File: src/rtl/sysctl_pkg.sv
// Shared definitions for the system control register bank.
// Declares the access field widths, the register selector type and the
// maintenance operation codes. The operation code values are visible on
// the maint_op port, so their numeric order matters.
package sysctl_pkg;

    localparam int CRN_W  = 4;
    localparam int CRM_W  = 4;
    localparam int OPC1_W = 3;
    localparam int OPC2_W = 3;
    localparam int WORD_W = 32;
    localparam int OP_W   = 5;

    typedef enum logic [3:0] {
        SEL_NONE, SEL_ID, SEL_CTYPE, SEL_TCM, SEL_CTRL, SEL_TTB, SEL_DOMAIN,
        SEL_DFSR, SEL_IFSR, SEL_FAR, SEL_DLOCK, SEL_ILOCK, SEL_TLBLOCK,
        SEL_PID, SEL_CTXID
    } reg_sel_e;

    typedef enum logic [OP_W-1:0] {
        OP_NONE            = 5'd0,
        OP_INV_ALL_CACHE   = 5'd1,
        OP_INV_ICACHE      = 5'd2,
        OP_INV_ILINE_VA    = 5'd3,
        OP_INV_ILINE_IDX   = 5'd4,
        OP_PREFETCH_ILINE  = 5'd5,
        OP_INV_DCACHE      = 5'd6,
        OP_INV_DLINE_VA    = 5'd7,
        OP_INV_DLINE_IDX   = 5'd8,
        OP_CLEAN_DLINE_VA  = 5'd9,
        OP_CLEAN_DLINE_IDX = 5'd10,
        OP_FLUSH_DLINE_VA  = 5'd11,
        OP_FLUSH_DLINE_IDX = 5'd12,
        OP_DRAIN_WBUF      = 5'd13,
        OP_WAIT_IRQ        = 5'd14,
        OP_INV_TLB         = 5'd15,
        OP_INV_TLB_VA      = 5'd16,
        OP_INV_ITLB        = 5'd17,
        OP_INV_ITLB_VA     = 5'd18,
        OP_INV_DTLB        = 5'd19,
        OP_INV_DTLB_VA     = 5'd20
    } maint_op_e;

endpackage

File: src/rtl/sysctl_decode.sv
// Access decoder: maps (primary, secondary, first opcode, second opcode)
// to a storage selector or a maintenance operation code.
// Assumes: purely combinational. A nonzero first opcode is always
// undefined. At most one of sel_o / op_o is non-idle.
module sysctl_decode
    import sysctl_pkg::*;
(
    input  logic [CRN_W-1:0]  crn_i,
    input  logic [CRM_W-1:0]  crm_i,
    input  logic [OPC1_W-1:0] opc1_i,
    input  logic [OPC2_W-1:0] opc2_i,
    output reg_sel_e          sel_o,
    output maint_op_e         op_o
);

    logic crm_zero;
    assign crm_zero = (crm_i == '0);

    // Purpose: resolve the four access fields into a selector or an operation.
    always_comb begin
        sel_o = SEL_NONE;
        op_o  = OP_NONE;
        if (opc1_i == '0) begin
            case (crn_i)
                4'd0: if (crm_zero) begin
                    case (opc2_i)
                        3'd0:    sel_o = SEL_ID;
                        3'd1:    sel_o = SEL_CTYPE;
                        3'd2:    sel_o = SEL_TCM;
                        default: sel_o = SEL_NONE;
                    endcase
                end
                4'd1:  if (crm_zero && opc2_i == 3'd0) sel_o = SEL_CTRL;
                4'd2:  if (crm_zero && opc2_i == 3'd0) sel_o = SEL_TTB;
                4'd3:  if (crm_zero && opc2_i == 3'd0) sel_o = SEL_DOMAIN;
                4'd5: if (crm_zero) begin
                    if (opc2_i == 3'd0)      sel_o = SEL_DFSR;
                    else if (opc2_i == 3'd1) sel_o = SEL_IFSR;
                end
                4'd6:  if (crm_zero && opc2_i == 3'd0) sel_o = SEL_FAR;
                4'd9: if (crm_zero) begin
                    if (opc2_i == 3'd0)      sel_o = SEL_DLOCK;
                    else if (opc2_i == 3'd1) sel_o = SEL_ILOCK;
                end
                4'd10: if (crm_zero && opc2_i == 3'd0) sel_o = SEL_TLBLOCK;
                4'd13: if (crm_zero) begin
                    if (opc2_i == 3'd0)      sel_o = SEL_PID;
                    else if (opc2_i == 3'd1) sel_o = SEL_CTXID;
                end
                4'd7: begin
                    case ({crm_i, opc2_i})
                        {4'd7,  3'd0}: op_o = OP_INV_ALL_CACHE;
                        {4'd5,  3'd0}: op_o = OP_INV_ICACHE;
                        {4'd5,  3'd1}: op_o = OP_INV_ILINE_VA;
                        {4'd5,  3'd2}: op_o = OP_INV_ILINE_IDX;
                        {4'd13, 3'd1}: op_o = OP_PREFETCH_ILINE;
                        {4'd6,  3'd0}: op_o = OP_INV_DCACHE;
                        {4'd6,  3'd1}: op_o = OP_INV_DLINE_VA;
                        {4'd6,  3'd2}: op_o = OP_INV_DLINE_IDX;
                        {4'd10, 3'd1}: op_o = OP_CLEAN_DLINE_VA;
                        {4'd10, 3'd2}: op_o = OP_CLEAN_DLINE_IDX;
                        {4'd14, 3'd1}: op_o = OP_FLUSH_DLINE_VA;
                        {4'd14, 3'd2}: op_o = OP_FLUSH_DLINE_IDX;
                        {4'd10, 3'd4}: op_o = OP_DRAIN_WBUF;
                        {4'd0,  3'd4}: op_o = OP_WAIT_IRQ;
                        default:       op_o = OP_NONE;
                    endcase
                end
                4'd8: begin
                    case ({crm_i, opc2_i})
                        {4'd7, 3'd0}: op_o = OP_INV_TLB;
                        {4'd7, 3'd1}: op_o = OP_INV_TLB_VA;
                        {4'd5, 3'd0}: op_o = OP_INV_ITLB;
                        {4'd5, 3'd1}: op_o = OP_INV_ITLB_VA;
                        {4'd6, 3'd0}: op_o = OP_INV_DTLB;
                        {4'd6, 3'd1}: op_o = OP_INV_DTLB_VA;
                        default:      op_o = OP_NONE;
                    endcase
                end
                default: begin
                    sel_o = SEL_NONE;
                    op_o  = OP_NONE;
                end
            endcase
        end
    end

endmodule

File: src/rtl/sysctl_store.sv
// Storage, abort capture and registered read path for the register bank.
// Assumes: at most one access per cycle, and the selector comes from
// sysctl_decode in the same cycle. Abort capture takes priority over a
// software write to the same register. Read data leaves one cycle after
// the request and is zero otherwise.
module sysctl_store
    import sysctl_pkg::*;
#(
    parameter logic [WORD_W-1:0] ID_VALUE    = 32'h0,
    parameter logic [WORD_W-1:0] CTYPE_VALUE = 32'h0,
    parameter logic [WORD_W-1:0] TCM_VALUE   = 32'h0,
    parameter logic [WORD_W-1:0] CTRL_RESET  = 32'h0,
    parameter int                TTB_LSB     = 14,
    parameter int                PID_W       = 7
) (
    input  logic              clk,
    input  logic              rst_n,
    input  logic              acc_valid,
    input  logic              acc_write,
    input  reg_sel_e          sel_i,
    input  logic [WORD_W-1:0] wdata_i,
    input  logic              data_abort,
    input  logic              prefetch_abort,
    input  logic [WORD_W-1:0] abort_status,
    input  logic [WORD_W-1:0] abort_addr,
    output logic [WORD_W-1:0] rdata_o,
    output logic              rvalid_o,
    output logic [WORD_W-1:0] ctrl_o,
    output logic [WORD_W-1:0] ttb_o,
    output logic [WORD_W-1:0] domain_o,
    output logic [WORD_W-1:0] dlock_o,
    output logic [WORD_W-1:0] ilock_o,
    output logic [WORD_W-1:0] tlblock_o,
    output logic [PID_W-1:0]  pid_o,
    output logic [WORD_W-1:0] ctx_o,
    output logic              ctx_pulse_o
);

    localparam int TTB_HI_W = WORD_W - TTB_LSB;

    logic                wr, rd;
    logic [WORD_W-1:0]   ctrl_q, domain_q, dlock_q, ilock_q, tlblock_q;
    logic [WORD_W-1:0]   dfsr_q, ifsr_q, far_q, ctx_q;
    logic [TTB_HI_W-1:0] ttb_q;
    logic [PID_W-1:0]    pid_q;
    logic                ctx_pulse_q;
    logic [WORD_W-1:0]   rd_mux;
    logic [WORD_W-1:0]   rdata_q;
    logic                rvalid_q;

    assign wr = acc_valid && acc_write;
    assign rd = acc_valid && !acc_write;

    // Purpose: plain software-written words, all bits kept.
    always_ff @(posedge clk) begin
        if (!rst_n) begin
            ctrl_q    <= CTRL_RESET;
            domain_q  <= '0;
            dlock_q   <= '0;
            ilock_q   <= '0;
            tlblock_q <= '0;
        end else if (wr) begin
            if (sel_i == SEL_CTRL)    ctrl_q    <= wdata_i;
            if (sel_i == SEL_DOMAIN)  domain_q  <= wdata_i;
            if (sel_i == SEL_DLOCK)   dlock_q   <= wdata_i;
            if (sel_i == SEL_ILOCK)   ilock_q   <= wdata_i;
            if (sel_i == SEL_TLBLOCK) tlblock_q <= wdata_i;
        end
    end

    // Purpose: table base keeps only its aligned upper bits.
    always_ff @(posedge clk) begin
        if (!rst_n)                    ttb_q <= '0;
        else if (wr && sel_i == SEL_TTB) ttb_q <= wdata_i[WORD_W-1:TTB_LSB];
    end

    // Purpose: data fault status and fault address, data abort wins.
    always_ff @(posedge clk) begin
        if (!rst_n) begin
            dfsr_q <= '0;
            far_q  <= '0;
        end else begin
            if (data_abort)                    dfsr_q <= abort_status;
            else if (wr && sel_i == SEL_DFSR)  dfsr_q <= wdata_i;
            if (data_abort)                    far_q  <= abort_addr;
            else if (wr && sel_i == SEL_FAR)   far_q  <= wdata_i;
        end
    end

    // Purpose: instruction fault status, prefetch abort wins.
    always_ff @(posedge clk) begin
        if (!rst_n)                        ifsr_q <= '0;
        else if (prefetch_abort)           ifsr_q <= abort_status;
        else if (wr && sel_i == SEL_IFSR)  ifsr_q <= wdata_i;
    end

    // Purpose: process ID, context ID and the context write pulse.
    always_ff @(posedge clk) begin
        if (!rst_n) begin
            pid_q       <= '0;
            ctx_q       <= '0;
            ctx_pulse_q <= 1'b0;
        end else begin
            if (wr && sel_i == SEL_PID)   pid_q <= wdata_i[PID_W-1:0];
            if (wr && sel_i == SEL_CTXID) ctx_q <= wdata_i;
            ctx_pulse_q <= wr && (sel_i == SEL_CTXID);
        end
    end

    // Purpose: select the word a read of the current selector returns.
    always_comb begin
        case (sel_i)
            SEL_ID:      rd_mux = ID_VALUE;
            SEL_CTYPE:   rd_mux = CTYPE_VALUE;
            SEL_TCM:     rd_mux = TCM_VALUE;
            SEL_CTRL:    rd_mux = ctrl_q;
            SEL_TTB:     rd_mux = {ttb_q, {TTB_LSB{1'b0}}};
            SEL_DOMAIN:  rd_mux = domain_q;
            SEL_DFSR:    rd_mux = dfsr_q;
            SEL_IFSR:    rd_mux = ifsr_q;
            SEL_FAR:     rd_mux = far_q;
            SEL_DLOCK:   rd_mux = dlock_q;
            SEL_ILOCK:   rd_mux = ilock_q;
            SEL_TLBLOCK: rd_mux = tlblock_q;
            SEL_PID:     rd_mux = {{(WORD_W-PID_W){1'b0}}, pid_q};
            SEL_CTXID:   rd_mux = ctx_q;
            default:     rd_mux = '0;
        endcase
    end

    // Purpose: register the read result, zero when no read is pending.
    always_ff @(posedge clk) begin
        if (!rst_n) begin
            rdata_q  <= '0;
            rvalid_q <= 1'b0;
        end else begin
            rvalid_q <= rd;
            rdata_q  <= rd ? rd_mux : '0;
        end
    end

    assign rdata_o     = rdata_q;
    assign rvalid_o    = rvalid_q;
    assign ctrl_o      = ctrl_q;
    assign ttb_o       = {ttb_q, {TTB_LSB{1'b0}}};
    assign domain_o    = domain_q;
    assign dlock_o     = dlock_q;
    assign ilock_o     = ilock_q;
    assign tlblock_o   = tlblock_q;
    assign pid_o       = pid_q;
    assign ctx_o       = ctx_q;
    assign ctx_pulse_o = ctx_pulse_q;

    AST_READ_LATENCY: assert property (@(posedge clk) disable iff (!rst_n)
        rd |=> rvalid_q);
    AST_IDLE_RDATA_ZERO: assert property (@(posedge clk) disable iff (!rst_n)
        !rd |=> (rdata_q == '0));
    AST_TTB_LOW_ZERO: assert property (@(posedge clk) disable iff (!rst_n)
        (rd && sel_i == SEL_TTB) |=> (rdata_q[TTB_LSB-1:0] == '0));
    AST_FAR_PREFETCH_KEEP: assert property (@(posedge clk) disable iff (!rst_n)
        (prefetch_abort && !data_abort && !(wr && sel_i == SEL_FAR)) |=> $stable(far_q));
    AST_UNDEF_READ_ZERO: assert property (@(posedge clk) disable iff (!rst_n)
        (rd && sel_i == SEL_NONE) |=> (rdata_q == '0));
    AST_PID_RESET: assert property (@(posedge clk) disable iff (!rst_n)
        $past(!rst_n) |-> (pid_q == '0));
    AST_CTX_PULSE: assert property (@(posedge clk) disable iff (!rst_n)
        (wr && sel_i == SEL_CTXID) |=> (ctx_pulse_q && ctx_q == $past(wdata_i)));

endmodule

File: src/rtl/sysctl_maint.sv
// Maintenance strobe stage: turns a decoded maintenance write into a
// registered one-cycle strobe with its code and argument.
// Assumes: op_i is OP_NONE for every non-maintenance selector. Outputs
// are zero whenever the strobe is low.
module sysctl_maint
    import sysctl_pkg::*;
(
    input  logic              clk,
    input  logic              rst_n,
    input  logic              acc_valid,
    input  logic              acc_write,
    input  maint_op_e         op_i,
    input  logic [WORD_W-1:0] wdata_i,
    output logic              valid_o,
    output maint_op_e         op_o,
    output logic [WORD_W-1:0] arg_o
);

    logic fire;
    assign fire = acc_valid && acc_write && (op_i != OP_NONE);

    // Purpose: one-cycle strobe register for each maintenance write.
    always_ff @(posedge clk) begin
        if (!rst_n) begin
            valid_o <= 1'b0;
            op_o    <= OP_NONE;
            arg_o   <= '0;
        end else begin
            valid_o <= fire;
            op_o    <= fire ? op_i : OP_NONE;
            arg_o   <= fire ? wdata_i : '0;
        end
    end

    AST_MAINT_STROBE: assert property (@(posedge clk) disable iff (!rst_n)
        fire |=> (valid_o && op_o == $past(op_i) && arg_o == $past(wdata_i)));
    AST_NO_STROBE_ON_READ: assert property (@(posedge clk) disable iff (!rst_n)
        (acc_valid && !acc_write) |=> !valid_o);

endmodule

File: src/rtl/sysctl_regbank.sv
// Top of the system control coprocessor register bank.
// Connects the access decoder, the storage/read path and the maintenance
// strobe stage. Assumes one access per cycle, synchronous active-low reset.
module sysctl_regbank
    import sysctl_pkg::*;
#(
    parameter logic [31:0] ID_VALUE    = 32'h5A01_0C21,
    parameter logic [31:0] CTYPE_VALUE = 32'h1D15_2152,
    parameter logic [31:0] TCM_VALUE   = 32'h0000_0000,
    parameter logic [31:0] CTRL_RESET  = 32'h0005_0078,
    parameter int          TTB_LSB     = 14,
    parameter int          PID_W       = 7
) (
    input  logic         clk,
    input  logic         rst_n,
    input  logic         acc_valid,
    input  logic         acc_write,
    input  logic [3:0]   acc_crn,
    input  logic [3:0]   acc_crm,
    input  logic [2:0]   acc_opc1,
    input  logic [2:0]   acc_opc2,
    input  logic [31:0]  acc_wdata,
    output logic [31:0]  rdata,
    output logic         rvalid,
    input  logic         data_abort,
    input  logic         prefetch_abort,
    input  logic [31:0]  abort_status,
    input  logic [31:0]  abort_addr,
    output logic [31:0]  ctrl_word,
    output logic [31:0]  ttb_base,
    output logic [31:0]  domain_word,
    output logic [31:0]  dcache_lock,
    output logic [31:0]  icache_lock,
    output logic [31:0]  tlb_lock,
    output logic [PID_W-1:0] proc_id,
    output logic [31:0]  ctx_id,
    output logic         ctx_wr_pulse,
    output logic         maint_valid,
    output logic [4:0]   maint_op,
    output logic [31:0]  maint_arg
);

    reg_sel_e  sel;
    maint_op_e dec_op;
    maint_op_e strobe_op;

    sysctl_decode u_decode (
        .crn_i  (acc_crn),
        .crm_i  (acc_crm),
        .opc1_i (acc_opc1),
        .opc2_i (acc_opc2),
        .sel_o  (sel),
        .op_o   (dec_op)
    );

    sysctl_store #(
        .ID_VALUE    (ID_VALUE),
        .CTYPE_VALUE (CTYPE_VALUE),
        .TCM_VALUE   (TCM_VALUE),
        .CTRL_RESET  (CTRL_RESET),
        .TTB_LSB     (TTB_LSB),
        .PID_W       (PID_W)
    ) u_store (
        .clk            (clk),
        .rst_n          (rst_n),
        .acc_valid      (acc_valid),
        .acc_write      (acc_write),
        .sel_i          (sel),
        .wdata_i        (acc_wdata),
        .data_abort     (data_abort),
        .prefetch_abort (prefetch_abort),
        .abort_status   (abort_status),
        .abort_addr     (abort_addr),
        .rdata_o        (rdata),
        .rvalid_o       (rvalid),
        .ctrl_o         (ctrl_word),
        .ttb_o          (ttb_base),
        .domain_o       (domain_word),
        .dlock_o        (dcache_lock),
        .ilock_o        (icache_lock),
        .tlblock_o      (tlb_lock),
        .pid_o          (proc_id),
        .ctx_o          (ctx_id),
        .ctx_pulse_o    (ctx_wr_pulse)
    );

    sysctl_maint u_maint (
        .clk       (clk),
        .rst_n     (rst_n),
        .acc_valid (acc_valid),
        .acc_write (acc_write),
        .op_i      (dec_op),
        .wdata_i   (acc_wdata),
        .valid_o   (maint_valid),
        .op_o      (strobe_op),
        .arg_o     (maint_arg)
    );

    assign maint_op = strobe_op;

endmodule

File: config.mk
export PLATFORM = sky130hd
export DESIGN_NAME = sysctl_regbank
export DESIGN_NICKNAME = d
export VERILOG_FILES = /design/src/rtl/sysctl_pkg.sv /design/src/rtl/sysctl_decode.sv /design/src/rtl/sysctl_store.sv /design/src/rtl/sysctl_maint.sv /design/src/rtl/sysctl_regbank.sv
export SDC_FILE = /design/constraint.sdc
export NUM_CORES = 1
export LEC_CHECK = 0
export ABC_AREA = 1
export BUFFER_PORTS_ARGS = -buffer_cell sky130_fd_sc_hd__buf_2
export CAP_MARGIN = 20
export CORE_MARGIN = 4
export CORE_UTILIZATION = 51
export CTS_CLUSTER_SIZE = 28
export DETAILED_ROUTE_END_ITERATION = 7
export PLACE_DENSITY = 0.72
export SETUP_SLACK_MARGIN = 0.2
export SLEW_MARGIN = 0
export SYNTH_ARGS = -nofsm -noshare
export SYNTH_HDL_FRONTEND = slang
export SYNTH_HIERARCHICAL = 1
export SYNTH_SLANG_ARGS = --single-unit
File: constraint.sdc
create_clock -name clk -period 3.2 [get_ports clk]
set_input_delay 0.16 -clock clk [delete_from_list [all_inputs] [get_ports clk]]
set_output_delay 0.16 -clock clk [all_outputs]
set_load 0.03 [all_outputs]
# == Word level (Yosys, flattened, before mapping) ==
# Index checks and enable logic that the tools add are counted.
# word_totals
output_inout_bits,303
wordCells,112
ff_bits,385
in_bits,116
# classes
n_eq_ne,40
reduce_logical,26
n_mux,29
# ops
cell,count
32-bit one-hot mux with 13 select lines,1
32-bit two-way mux,6
"7-bit by 6-bit == test with 1-bit output, second input constant",8
4-bit one-hot mux with 14 select lines,1
4-bit two-way mux,13
"4-bit == test, second input constant",11
"7-bit == test, second input constant",6
4-bit one-hot mux with 9 select lines,1
5-bit one-hot mux with 6 select lines,1
"4-bit by 3-bit == test with 1-bit output, second input constant",7
2-bit AND reduction,7
"4-bit by 2-bit == test with 1-bit output, second input constant",3
1-bit logical AND,10
5-bit one-hot mux with 2 select lines,1
3-bit two-way mux,3
"4-bit by 1-bit == test with 1-bit output, second input constant",2
4-bit zero test,2
"7-bit by 3-bit == test with 1-bit output, second input constant",1
3-bit zero test,2
2-bit one-hot mux with 3 select lines,1
2-bit nonzero test,3
5-bit two-way mux,1
5-bit nonzero test,1
"3-bit by 1-bit == test with 1-bit output, second input constant",1
2 further kinds,2

# == Logic depth before layout (Yosys ltp) ==
# Gate-level depths: netlist (run 1).
# depth
word_depth,10
mapped_depth,19
ltp_nobuf,18

# == By module ==
# The synthesis (run 1) kept the hierarchy.
# modules_own_cells
module,n_inst,cells_per_inst,seq_area_each_um2,area_per_inst_um2
sysctl_store,1,2412,6946.7,15931.5
sysctl_maint,1,123,760.7,1126.1
sysctl_decode,1,141,0.0,660.6

# == Worst setup path before layout (run 1) ==
# OpenSTA, ideal clock, no wires.
# synth_timing
path_kind,input to register
startpoint,in acc_opc2[0]
endpoint,reg u_store.far_q[21]
path_slack_ps,1083
path_buffers,1
stages,15
t_required_ps,3084
setup_time_ps,116
t_arrival_ps,2001
cell_sequence,inv_2 -> nand2_2 -> nor3_4 -> nand3_1 -> nand2_1 -> nor2_1 -> nor2_1 -> nand2_1 -> nor2_2 -> nand2_1 -> nand2_1 -> inv_2 -> clkbuf_1 -> nor2_1 -> nor2_1
# synth_between
elab_chain_len,9
word_cells_on_any_way,25
cone_classes,3 x eq/ne; 18 x mux; 4 x reduce/logical
# synth_rtl
item,line_no,rtl
"start, declared",sysctl_regbank.sv:21,"input logic [2:0] acc_opc2,"
3-bit by 1-bit == test with 1-bit output,"sysctl_decode.sv:26, sysctl_decode.sv:43",
4-bit two-way mux,sysctl_decode.sv:43,else if (opc2_i == 3'd1) sel_o = SEL_ILOCK;
4-bit two-way mux,sysctl_decode.sv:42,if (opc2_i == 3'd0) sel_o = SEL_DLOCK;
4-bit two-way mux,sysctl_decode.sv:41,4'd9: if (crm_zero) begin
4-bit one-hot mux with 9 select lines *,sysctl_decode.sv:24,case (crn_i)
4-bit two-way mux *,sysctl_decode.sv:23,if (opc1_i == '0) begin
named net sel[0],sysctl_regbank.sv:43,reg_sel_e sel;
4-bit == test *,sysctl_store.sv:86,else if (wr && sel_i == SEL_FAR) far_q <= wdata_i;
1-bit logical AND *,sysctl_store.sv:86,
2-bit nonzero test (no line) *,--,
"end signal, assigned",sysctl_store.sv:85,if (data_abort) far_q <= abort_addr;
"end signal, assigned",sysctl_store.sv:86,
"end, declared",sysctl_store.sv:43,"logic [WORD_W-1:0] dfsr_q, ifsr_q, far_q, ctx_q;"
# Mark *: on every way through the listed nets, which the timed path passes. The rest lies on a longest branch.
# A chain may end at the register's enable or synchronous reset.

# == Worst setup path after layout (run 1) ==
# layout_timing
startpoint,in acc_crm[2]
endpoint,reg u_store.far_q[28]
# layout_between
elab_chain_len,8
word_cells_on_any_way,16
cone_classes,1 x eq/ne; 11 x mux; 4 x reduce/logical
# layout_rtl
item,line_no,rtl
"start, declared",sysctl_regbank.sv:19,"input logic [3:0] acc_crm,"
4-bit zero test *,sysctl_decode.sv:17,assign crm_zero = (crm_i == '0);
1-bit logical AND,"sysctl_decode.sv:40, sysctl_decode.sv:45",
"4-bit two-way mux, on equally long branches","sysctl_decode.sv:45, sysctl_decode.sv:40",
4-bit one-hot mux with 9 select lines *,sysctl_decode.sv:24,
4-bit two-way mux *,sysctl_decode.sv:23,
named net sel[3],sysctl_regbank.sv:43,
4-bit == test *,sysctl_store.sv:86,
1-bit logical AND *,sysctl_store.sv:86,
2-bit nonzero test (no line) *,--,
# Marks and branches as above.

==> results of run 1 <==
[power by group through the flow]
stage / registers, µW / logic (µW) / clock network, µW
3_5_place_dp: 5030 / 678 / 0
3_3_place_gp: 5030 / 668 / 0
5_1_grt: 4930 / 856 / 5340
2_1_floorplan: 5010 / 434 / 0
4_1_cts: 4920 / 769 / 5140
6_report: 4930 / 795 / 5120
[worst max-delay path, cell delays in order]
cell and delay, ps:
buf_2 130, inv_2 100, nand3_4 110, nor2_1 300
nand3_1 160, nand3_1 110, nor2_1 50, nor2_1 280
nand2_1 270, nor2_2 260, buf_12 230, nand2_1 70
nand2_1 130, buf_4 340, o21ai_0 140, nor2_1 150
[registers in the layout, indices dropped and copies added (netlist names)]
register             count
u_maint/arg_o           32
u_maint/op_o             5
u_maint/valid_o          1
u_store/ctrl_o          32
u_store/ctx_o           32
u_store/ctx_pulse_o      1
u_store/dfsr_q          32
u_store/dlock_o         32
u_store/domain_o        32
u_store/far_q           32
u_store/ifsr_q          32
u_store/ilock_o         32
u_store/pid_o            7
u_store/rdata_o         32
u_store/rvalid_o         1
u_store/tlblock_o       32
u_store/ttb_q           18
[cell usage in the layout (no fill, tap or decap), types with 9 or more instances in the layout]
master and instances:
o21ai_0 62, o21ai_1 10, nand2_1 886, nand3_1 386, clkbuf_8 13, dlygate4sd3_1 92
conb_1 14, buf_12 9, nor2_1 253, dfxtp_1 385, clkbuf_16 43, a21oi_1 247
inv_1 130, inv_2 13, nor2_2 17, buf_2 403, buf_4 60, o211a_1 32
[through the flow]
step	setup slack, ps	total power [µW]	hold slack, ps	area [µm²]
2_1_floorplan	1083	5447	272.2	17770
3_3_place_gp	198.9	5695	436.0	20010
3_5_place_dp	191.8	5706	442.1	20010
4_1_cts	738.1	10830	1.910	22390
5_1_grt	393.2	11130	21.88	22410
6_report	661.8	10840	10.76	22410
[worst max path at each step]
stage / end / start
after floorplan: u_store/far_q[21] / acc_opc2[0]
after global placement: u_store/rdata_o[1] / acc_crm[2]
after detailed placement: u_store/far_q[9] / acc_crm[2]
after CTS: u_store/far_q[28] / acc_crm[3]
after global routing: u_store/far_q[20] / acc_crm[0]
final: u_store/far_q[28] / acc_crm[2]
[final cells by class]
class / instances / area [µm²]
tap: 448 / 560.5
sequential: 385 / 7707
clock buffer: 64 / 1285
timing repair buffer: 565 / 3583
clock inverter: 11 / 177.7
multi-input combinational: 1934 / 8529
fill: 3116 / 11460
inverter: 148 / 564.3
[layer usage]
layer / wire length (µm) / up-vias / GRT usage [%]
li1: - / 9331 / -
met1: 30360 / 9365 / 52.61
met2: 32840 / 1348 / 57.43
met3: 8976 / 168 / 8.380
met4: 2972 / 0 / 13.78
met5: 0 / - / 0
[logic make-up (layout without fill, tap and decap cells)]
kind of cell	after synthesis	count (layout)	share of synthesized area (%)
simple gates	1568	1568	36.78
flops	385	385	43.50
buf+inv	370	788	8.834
compound gates	352	352	10.86
other cells	1	14	0.02116
[what timing repair did]
| item | 4_1_cts | 5_1_grt |
|---|---|---|
| buffers inserted | 0 | 0 |
| hold buffers | 92 | 0 |
| hold endpoints to repair | 130 | 0 |
==> impl_metrics.toml, run 1 <==
[placed_design]
dp_cells = 3387
port_buffers = 404
place_congestion = 0.9438
dp_hpwl_um = 53420

[power_and_ir_drop]
p_sw_uw = 2605
power_frac_comb_pct = 7.3
seq_power_share_pct = 45.4
pwr-share-clk_pct = 47.2
power.density_nw_per_um2 = 483.8
power.share.switching_pct = 24.03
cellLeakagePower_uw = 0.01110
max-vdd-ir-drop_mv = 0.4324
internal_power_uw = 8236

[worst_setup_path]
rrSetupSlack_ps = 1960
cp.arrival_ps = 3020
rr_worst_depth = 6
cp.required_ps = 3680
reg2reg_from = "u_store/ifsr_q[3]"
end_kind = "flip-flop"
startpoint_type = "input pin"
worstPathMaxFanout = 26
worstSetupPathType = "input pin to flip-flop"
worstReg2RegEnd = "u_store/rdata_o[3]"

[synth]
synth_cell_types = 33
syn_area_um2 = 17720
synth_area_leaders = "dfxtp_1 (43%), nand2_1 (19%), nand3_1 (11%), a21oi_1 (7.0%), nor2_1 (5.4%)"
synth.avg_cell_area_um2 = 6.621
ys_seq_area_share_pct = 43.50
yosysMostFrequentCell = "nand2_1"
ys.warnings.count = 6
post-synth-top-area-fraction_pct = 43.50
yosysTopAreaCell = "dfxtp_1"
synth-edff-count = 0
ys_ff_latch = 385
ys_async_sr_fraction_pct = 0
synthCells = 2676
synthTopCellsByCount = "nand2_1 (887), nand3_1 (386), dfxtp_1 (385)"
synthFlopType = "dfxtp_1"

[floorplanning]
start_util_pct = 52.32
core_um2 = 33870
die_y_um = 194.4
die_w_um = 194.4
rows = 67
ioPinCount = 419
die-area_um2 = 37790

[timing]
maxSlewViolCount = 0
skew_ps = 31.15
tns_ps = 0
worst_pin_slew_ps = 975.4
fmax_mhz = 394.0
slew_headroom_pct = 34.98
finalHoldViolCount = 0
setup_viol = 0
fin_crit_sh_pct = 79.32
layout_min_cycle_time_ps = 2538
rsz0062_at_grt = "no"

[cts]
cts.htree.levels = 2
post_cts_resized = 0
cts_sinks = 385
cts-root-buf = "clkbuf_16"
clkTransAtPathRegs_ps = 60
clockBufferDepth = 3
clock_latency_ps = 560
cts_tree = "built"
cts_inserted_buffers = 42

[routing]
drt-initial-drc-count = 3160
wl_um = 75150
dr.pass1.iters = 8
vias_per_cell = 5.686
ant_nets = 0
wl_per_cell_um = 21.14
drc = 0
routed-via-count = 20210

[worst_hold_path]
hold_depth = 4
worstHoldStart = "abort_status[23]"
min-delay-path-class = "input pin to flip-flop"
holdPathEnd = "u_store/ifsr_q[23]"

[final_layout]
antenna_cells = 0
layout.nets = 3192
final_core_util_pct = 66.16
drive_gt1_share_pct = 19.02
instances_no_fill = 3555
area.growth.synth_to_final_pct = 26.47

[global_route]
grt_pass1_vias = 18450
track_usage_pct = 37.65
grt_overflow = 0
antenna_found_initial = 0
grt_pass1_wl_um = 113400
grt_max_degree = 92

[run_status]
status = "completed"

[run]
drv_cap = 0
No activity file was read; power rests on OpenSTA's default activity.
==> run 2: changes to the inputs <==
Settings changed: CORE_UTILIZATION 51 to 49, PLACE_DENSITY 0.72 to 0.73.
Clock period 3.2 ns to 2.3 ns, I/O delays scaled along.
==> impl_metrics.toml, run 2 (synthesized netlist as in run 1, its figures left out) <==
[global_route]
grt_pass1_vias = 18620
antenna_found_initial = 0
grt_pass1_wl_um = 109500
track_usage_pct = 35.60
grt_overflow = 0
grt_max_degree = 103

[final_layout]
antenna_cells = 0
drive_gt1_share_pct = 24.31
area.growth.synth_to_final_pct = 38.34
final_area_um2 = 24510
n_fill_cell = 3040
final_core_util_pct = 68.75
multiInputGateArea_um2 = 8845
final_common_cell = "nand2_1"
layout.nets = 3324
final_cell_mix = "nand2_1 (862), buf_2 (403), dfxtp_1 (385), nand3_1 (370), a21oi_1 (246)"
regArea_um2 = 7707

[timing]
layout_min_cycle_time_ps = 2162
fin_hold_ws_ps = 118.2
rsz0062_at_grt = "yes"
maxSlewViolCount = 0
fmax_mhz = 462.6
setup_ws_ps = 138.5
finalHoldViolCount = 0
setup_viol = 0
slew_headroom_pct = 51.65
worst_pin_slew_ps = 725.2
skew_ps = 14.41
fin_crit_sh_pct = 93.98

[placed_design]
dp_slack_ps = -520.0
port_buffers = 404
place_congestion = 1.015
dp_hpwl_um = 52640
place_area_um2 = 21190

[run_status]
status = "completed"

[routing]
routed-via-count = 20930
drc = 0
vias_per_cell = 5.660
drt-initial-drc-count = 3110
ant_nets = 0
wl_um = 78020
dr.pass1.iters = 6
wl_per_cell_um = 21.10

[worst_setup_path]
cp_slowest_cell = "nor3_4"
startpoint_type = "input pin"
crit_buf_inv = 9
worstSetupPathType = "input pin to flip-flop"
worstReg2RegEnd = "u_store/rdata_o[20]"
cp.arrival_ps = 2600
path_cells = "buf_2 -> inv_2 -> nand2_4 -> nor3_4 -> buf_6 -> nand2_2 -> o21ai_2 -> nor2_2 -> nor2_4 -> buf_6 -> buf_6 -> nor2_4 -> buf_12 -> buf_12 -> buf_4 -> nand3_2 -> nand2_2 -> nor2_4 -> nand3_2 -> nand2_2 -> inv_1"
rr_worst_depth = 6
reg2reg_from = "u_store/ctrl_o[20]"
rrSetupSlack_ps = 1190
worstPathMaxFanout = 9
cp.required_ps = 2740
cpPeakStageDelay_ps = 330
cp_top_family = "simple AND/OR/NAND/NOR gates"
end_kind = "flip-flop"

[power_and_ir_drop]
cellLeakagePower_uw = 0.01212
max-vdd-ir-drop_mv = 0.4728
power.density_nw_per_um2 = 620.3
finalPower_uw = 15210

[floorplanning]
core_um2 = 35660
ioPinCount = 419
die_w_um = 198.2
die-area_um2 = 39270
start_util_pct = 49.69
rows = 69
die_y_um = 198.2

[worst_hold_path]
worstHoldStart = "rst_n"
hold_depth = 3
holdPathEnd = "u_store/ctrl_o[10]"
min-delay-path-class = "input pin to flip-flop"

[cts]
cts.htree.levels = 2
clkTransAtPathRegs_ps = 60
cts_sinks = 385
cts-root-buf = "clkbuf_16"
cts_inserted_buffers = 42
clock_latency_ps = 550
clockBufferDepth = 3
cts_tree = "built"

[run]
drv_cap = 0
==> run 2: cell count changes in the layout (fill, tap and decap cells not counted), moves of 12 or more <==
| cell | change |
|---|---|
| buf_6 | +12 |
| buf_4 | +62 |
| nand2_1 | -24 |
| nand3_1 | -16 |
| clkbuf_16 | +16 |
| nand3_2 | +16 |
| buf_12 | +38 |
| nor2_4 | +13 |
| nand2_2 | +18 |
| nor2_1 | -24 |
==> run 2: worst max-delay path by stage <==
stage                 from             endpoint  cells past startpoint
3_3_place_gp    acc_crm[3]  u_store/rdata_o[21]                     19
3_5_place_dp    acc_crm[1]  u_store/rdata_o[21]                     19
4_1_cts         acc_crm[1]  u_store/rdata_o[21]                     19
5_1_grt        acc_opc2[0]  u_store/rdata_o[13]                     21
2_1_floorplan  acc_opc2[0]    u_store/far_q[21]                     15
6_report       acc_opc2[0]  u_store/rdata_o[21]                     21
==> run 2: timing repair <==
item                                    4_1_cts  5_1_grt
endpoints found under the setup margin       21      315
hold buffers                                 98        0
pin swaps                                     1       32
gates resized for setup                       8      100
cloned                                        0       17
hold endpoints to repair                    263        0
buffers inserted                              0       15
==> run 2: metal layers <==
layer	track usage (%)	wire (µm)	vias up
li1	-	-	9591
met1	48.43	29090	9545
met2	55.34	34390	1564
met3	8.780	10730	229
met4	12.60	3815	0
met5	0	0	-
==> run 2: cell type report <==
| class | instances | area share, % |
|---|---|---|
| clock buffers | 61 | 5.288 |
| repair buffers | 697 | 21.85 |
| clock inverters | 12 | 0.6636 |
| multi-input cells | 1934 | 36.08 |
| well taps | 461 | 2.353 |
| flip-flops and latches | 385 | 31.44 |
| inverters | 148 | 2.322 |
==> run 2: metrics by stage <==
step	TNS, ps	cells
global placement	-44960	3495
detailed placement	-69880	3495
global route	0	3698
floorplan	0	2689
CTS	0	3666
finish	0	3698
==> run 2: tightest hold or removal path, stage by stage <==
cell and delay [ps]:
buf_4 150, inv_6 170, a21oi_1 170
==> run 2: report_power, final <==
| part | internal (µW) | total (µW) | switching (µW) |
|---|---|---|---|
| Clock | 4340 | 7140 | 2790 |
| Sequential | 6780 | 6850 | 64.0 |
| Combinational | 440 | 1220 | 782 |
